--- config.mk ---
export PLATFORM = sky130hd
export DESIGN_NAME = operand_bypass
export DESIGN_NICKNAME = d
export VERILOG_FILES = /design/src/rtl/operand_bypass.sv
export SDC_FILE = /design/constraint.sdc
export NUM_CORES = 1
export LEC_CHECK = 0
export CAP_MARGIN = 10
export CORE_AREA = 4 4 85 87
export DETAILED_ROUTE_END_ITERATION = 7
export DIE_AREA = 0 0 89 91
export MAX_ROUTING_LAYER = met4
export PLACE_DENSITY = 0.87
export REMOVE_ABC_BUFFERS = 1
export SLEW_MARGIN = 20
export SYNTH_ARGS = -nofsm -noshare
export SYNTH_HDL_FRONTEND = slang
export SYNTH_SLANG_ARGS = --single-unit
--- constraint.sdc ---
create_clock -name vclk -period 3.8
set_input_delay 0.76 -clock vclk [all_inputs]
set_output_delay 0.76 -clock vclk [all_outputs]
set_load 0.1 [all_outputs]
--- src/rtl/operand_bypass.sv ---
module operand_bypass #(
  parameter int W  = 32,
  parameter int AW = 5
) (
  input  logic [2:0]    rs_class,
  input  logic [AW-1:0] rs_ra,
  input  logic [AW-1:0] rs_rb,
  input  logic [2:0]    ex_class,
  input  logic [AW-1:0] ex_rc,
  input  logic [W-1:0]  ex_result,
  input  logic          wb_we,
  input  logic [AW-1:0] wb_wa,
  input  logic [W-1:0]  wb_data,
  input  logic [W-1:0]  rf_a,
  input  logic [W-1:0]  rf_b,
  output logic [1:0]    sel_a,
  output logic [1:0]    sel_b,
  output logic [W-1:0]  opnd_a,
  output logic [W-1:0]  opnd_b
);
  localparam logic [AW-1:0] ZREG = '1;
  localparam logic [1:0] S_RF = 2'd0, S_EX = 2'd1, S_WB = 2'd2, S_ZERO = 2'd3;

  wire ex_alu  = (ex_class == 3'd1) || (ex_class == 3'd2);
  wire reads_a = (rs_class != 3'd0) && (rs_class != 3'd7);
  wire reads_b = (rs_class == 3'd1) || (rs_class == 3'd4);

  function automatic logic [1:0] pick(input logic rd, input logic [AW-1:0] src,
                                      input logic alu_ok, input logic [AW-1:0] rc,
                                      input logic we, input logic [AW-1:0] wa);
    if (!rd)                    return S_RF;
    if (src == ZREG)            return S_ZERO;
    if (alu_ok && src == rc)    return S_EX;
    if (we && src == wa)        return S_WB;
    return S_RF;
  endfunction

  function automatic logic [W-1:0] route(input logic [1:0] s, input logic [W-1:0] ex,
                                         input logic [W-1:0] wb, input logic [W-1:0] rf);
    case (s)
      S_EX:    return ex;
      S_WB:    return wb;
      S_ZERO:  return '0;
      default: return rf;
    endcase
  endfunction

  assign sel_a  = pick(reads_a, rs_ra, ex_alu, ex_rc, wb_we, wb_wa);
  assign sel_b  = pick(reads_b, rs_rb, ex_alu, ex_rc, wb_we, wb_wa);
  assign opnd_a = route(sel_a, ex_result, wb_data, rf_a);
  assign opnd_b = route(sel_b, ex_result, wb_data, rf_b);

  always_comb begin
    if (sel_a == S_EX)
      a_r1_alu_path_valid: assert (rs_ra == ex_rc && rs_ra != ZREG && opnd_a == ex_result);
    if (sel_a == S_WB)
      a_r2_wb_path_valid: assert (wb_we && rs_ra == wb_wa && opnd_a == wb_data);
    if (sel_a == S_WB)
      a_r3_alu_first: assert (!((ex_class == 3'd1 || ex_class == 3'd2) && rs_ra == ex_rc));
    if (reads_a && rs_ra == ZREG)
      a_r4_zero_reg: assert (sel_a == S_ZERO && opnd_a == '0);
    if (sel_b != S_RF)
      a_r6_b_needs_read: assert (rs_class == 3'd1 || rs_class == 3'd4);
    if (!(ex_class == 3'd1 || ex_class == 3'd2))
      a_r7_no_load_fwd: assert (sel_a != S_EX && sel_b != S_EX);
  end
endmodule

==> results of run 1 <==
==> area by class of cell <==
cell class	instances	share of cell area, %
multi-input cells	194	32.5
repair buffers	250	65.5
well taps	77	1.99
==> report_power, final <==
group | internal, uW | switching [uW] | leakage, uW
sequential | 0 | 0 | 0
clock | 0 | 0 | 0
combinational | 392 | 501 | 0.00216
total | 392 | 501 | 0.00216
==> worst max-delay path: cells and delay by family <==
| kind | cells | cell delay (ps) |
|---|---|---|
| compound gates | 2 | 690 |
| xor+xnor | 1 | 150 |
| buf+inv | 3 | 970 |
| simple gates | 2 | 380 |
==> worst paths after layout <==
| path | slack [ps] | to | cells past startpoint |
|---|---|---|---|
| hold / removal | 2270 | opnd_a[2] | 3 |
| setup / recovery | 70 | opnd_b[13] | 8 |
==> metal layers <==
metal	share of wire (%)	track usage (%)	vias up
met5	0	-	-
met4	3.4	6.82	0
met3	11	4.62	32
met2	51	47.5	190
met1	35	28.5	1416
li1	-	-	1378
==> metrics by stage <==
| stage | TNS (ps) | worst slack (ps) | instance area [um2] | hold WS (ps) | utilization (%) |
|---|---|---|---|---|---|
| 2_1_floorplan | -68300 | -1620 | 1520 | 1980 | - |
| 3_3_place_gp | 0 | 33.2 | 4810 | 2270 | 75.8 |
| 3_5_place_dp | -29.8 | -12.0 | 4810 | 2270 | 75.8 |
| 4_1_cts | 0 | 99.9 | 4830 | 2270 | 76.1 |
| 5_1_grt | 0 | 12.4 | 4830 | 2280 | 76.1 |
| 6_report | 0 | 69.3 | 4830 | 2270 | 76.1 |
==> kinds of logic (layout without fill, tap and decap cells) <==
kind of cell / Yosys count / in the layout
xor gates and xnor gates: 22 / 22
buffers and inverters: 25 / 250
AOI/OAI and AO/OA: 73 / 73
and+or+nand+nor: 99 / 99
==> layout by cell type, fill, tap and decap left out, types with 5 or more instances in the layout <==
cell type        netlist  layout
xor2_1                 9       9
clkdlybuf4s50_1        0     155
xnor2_1               13      13
nand3_1                5       5
a221o_1               62      62
nand2_1                8       8
buf_4                  3      23
buf_12                 0      72
nor2_1                 9       9
and3_1                64      64
==> timing repair <==
action	4_1_cts	5_1_grt
hold endpoints to repair	0	0
setup buffers	2	0
gates resized for setup	1	0
setup endpoints to repair	7	0
==> results.txt, run 1 <==
Worst Hold Class - in2out
routed vias/inst - 5.79
commonest cells in the netlist - and3_1 (64), a221o_1 (62), xnor2_1 (13)
FFs & Latches - 0
Placer Congestion - 0.867
Diodes inserted - 0
Multi-input gate area - 1570 um2
CP max FO - 16
adder-cell area share of the yosys netlist - 0%
synth top area cells - a221o_1 (37%), and3_1 (24%), xnor2_1 (6.8%)
Placed Cells - 519
Worst setup SP type - input port
Leak Pwr - 0.00216 uW
pwr dens - 185 nW/um2
period utilization - 98.2%
Slew headroom - 68.9%
Post-Synth Simple-Gate Area - 35.6%
top cell type's share of synthesized area - 37.0%
most numerous cell in the Yosys netlist - and3_1
initial antenna violation count - 0
Crit. End Element - output pin
Hold Vio Cnt, Final - 0
critical path class - in2out
FF+latch area - 0 um2
Synth Area in XOR/XNOR - 11.5%
CLK BUF - 0
Max Cap Viol - 0
die height - 91 um
Worst path max stage delay - 580 ps
final wirelength - 11400 um
Synth-to-Final Area Change - 188%
Worst Hold Launch - rf_a[2]
Slew Viols, Final - 0
post-synthesis mux area share - 0%
grt ovf - 0
Rows - 29
gr usage total - 26.0%
vias in the first global route - 3103
largest net degree at the start of global routing - 24
Syn Area/Cell - 7.66 um2
Core ar. - 6350 um2
Final #Nets - 601
routed len/inst - 21.9 um
Syn Inst Count - 219
DR vias - 3016
DPL Wire Length - 9440 um
Die ar. - 8100 um2
share of cells above drive strength 1 - 23.6%
DIE WIDTH - 89 um
crit path cell chain - clkdlybuf4s50_1, xnor2_1, nand3_1, o31a_1, buf_4, and3_1, a221o_1, buf_12
Max IR drop VDD - 0.000158 V
CP Launch Point - rs_rb[4]
Crit-path slowest cell - clkdlybuf4s50_1
first-pass GRT wire length - 16300 um
Initial DRC Count - 128
number of detailed-route iterations in the first pass - 4
Synth warnings - 0
largest area contributor in the netlist - a221o_1
total power - 893 uW
final setup vio count - 0
register area share after synthesis - 0%
RSZ-0062 raised after global routing - no
synth unique cells - 26
Initial Utilization - 26.4%
Synth Area in Compound Gates - 43.4%
largest family of logic cells by synthesized area - compound AO/OA/AOI/OAI gates
Worst EP required - 3040 ps
fillers - 438
Syn Std Cell Area - 1680 um2
number of hold buffers added after CTS - 0
critical path arrival - 2970 ps
Boundary Pins - 223
measured slew at the worst slew-check pin - 463 ps
Routed Antenna Nets - 0
status - finished clean
min Tclk post-route - 3730 ps
drt drc - 0
input/output buffers - 223
Non-Filler Instances - 521
fmax - 268 MHz
No activity file was read; power rests on OpenSTA's default activity.
==> inputs of run 2 (changes only) <==
--- a/config.mk
+++ b/config.mk
@@ -6,13 +6,13 @@
 export NUM_CORES = 1
 export LEC_CHECK = 0
 export CAP_MARGIN = 10
-export CORE_AREA = 4 4 85 87
+export CORE_AREA = 4 4 84 86
 export DETAILED_ROUTE_END_ITERATION = 7
-export DIE_AREA = 0 0 89 91
+export DIE_AREA = 0 0 88 90
+export DONT_BUFFER_PORTS = 1
 export MAX_ROUTING_LAYER = met4
-export PLACE_DENSITY = 0.87
+export PLACE_DENSITY = 0.44
 export REMOVE_ABC_BUFFERS = 1
-export SLEW_MARGIN = 20
 export SYNTH_ARGS = -nofsm -noshare
 export SYNTH_HDL_FRONTEND = slang
 export SYNTH_SLANG_ARGS = --single-unit
==> run 2 against run 1 <==
  * Core utilization decreased by 27 points
  * Worst hold slack worse by 440 ps
  * Via count is 23% lower
  * Sequential cell count unchanged
  * Sequential share of layout area unchanged
  * Cell area is 37% lower
  * Non-clock buffer count down 173
  * Maximum frequency is 3.9% higher
  * Setup slack better by 140 ps
  * Combinational power is 23% lower
  * Critical path type unchanged
  * Critical endpoint is now opnd_a[6]
==> results.txt, run 2 (synthesized netlist as in run 1, its figures left out) <==
pwr dens - 226 nW/um2
FFs & Latches - 0
number of detailed-route iterations in the first pass - 4
initial antenna violation count - 0
DR vias - 2320
gr usage total - 22.0%
Boundary Pins - 223
Hold Vio Cnt, Final - 0
Die ar. - 7920 um2
number of hold buffers added after CTS - 0
routed len/inst - 27.1 um
Rows - 29
RSZ-0062 raised after global routing - no
fmax - 279 MHz
Slew Viols, Final - 0
routed vias/inst - 6.67
Worst Hold Class - in2out
Worst setup SP type - input port
DPL Wire Length - 7700 um
share of cells above drive strength 1 - 32.8%
hold path depth - 2
Worst path max stage delay - 830 ps
fillers - 587
critical path class - in2out
min Tclk post-route - 3590 ps
commonest non-fill, non-tap cells in the layout - buf_12 (65), and3_1 (64), a221o_1 (62), xnor2_1 (13), buf_4 (12)
drt drc - 0
vias in the first global route - 2253
Initial Utilization - 26.7%
critical path arrival - 2830 ps
status - finished clean
Finished Cell Area - 3070 um2
Initial DRC Count - 137
DIE WIDTH - 88 um
period utilization - 94.5%
Routed Antenna Nets - 0
Diodes inserted - 0
final setup vio count - 0
Crit-path slowest cell - nor4_4
FF+latch area - 0 um2
hold endpoint - opnd_a[21]
CLK BUF - 0
Final #Nets - 428
Worst EP required - 3040 ps
commonest non-fill, non-tap cell in the layout - buf_12
die height - 90 um
first-pass GRT wire length - 13700 um
input/output buffers - 0
Worst Hold Launch - rf_a[21]
Slew headroom - 27.9%
largest net degree at the start of global routing - 34
Synth-to-Final Area Change - 83.0%
Setup Buffers After CTS - 0
Max Cap Viol - 0
Max IR drop VDD - 0.000137 V
crit path cell chain - or3_1, nand2_1, nor4_4, buf_4, and3_1, a221o_1, buf_12
DP Area - 3060 um2
grt ovf - 0
Post-CTS Resized - 0
Final Util - 48.9%
CP max FO - 17
measured slew at the worst slew-check pin - 1080 ps
final wirelength - 9420 um
Placer Congestion - 0.948
Leak Pwr - 0.00144 uW
Crit. End Element - output pin
Core ar. - 6280 um2
## run 2: changes by cell type in the layout (fill, tap and decap cells not counted), sizes merged
cell           change
clkdlybuf4s50    -155
buf               -18
## run 2: how the worst max path moves through the flow
stage	from	end	slack (ps)	cells after the start
2_1_floorplan	rs_ra[1]	opnd_a[0]	-1620	4
6_report	rs_class[1]	opnd_a[6]	210	7
3_5_place_dp	rs_class[1]	opnd_a[6]	170	7
3_3_place_gp	rs_class[1]	opnd_a[6]	230	7
4_1_cts	rs_class[1]	opnd_a[6]	170	7
5_1_grt	rs_class[1]	opnd_a[8]	80	7
## run 2: critical path: cells and delay by family
kind            cells  cell delay [ps]
buf+inv             2              540
simple gates        4             1360
compound gates      1              170
## run 2: area by class of cell
class,instances,area (um2),area share [%]
Timing Repair Buffer,77,1390,45.4
Tap cell,77,96.3,3.14
Multi-Input combinational cell,194,1580,51.5
## run 2: metal layers
layer	wire length, um	share of wire [%]	track usage [%]
met1	3160	33	24.5
met2	4890	52	37.8
met3	1120	12	6.49
met5	0	0	-
met4	259	2.7	5.75
## run 2: where the power goes
group          internal, uW  total, uW  switching [uW]
registers                 0          0               0
clock network             0          0               0
logic                   243        692             449
## run 2: stage by stage
step	TNS (ps)	total power, uW	hold WS, ps	instances	setup slack [ps]
after floorplan	-68300	449	1980	194	-1620
after global placement	0	692	1830	348	226
after detailed placement	0	694	1830	348	174
after CTS	0	694	1830	348	167
after global routing	0	708	1840	348	77.1
final	0	692	1830	348	211
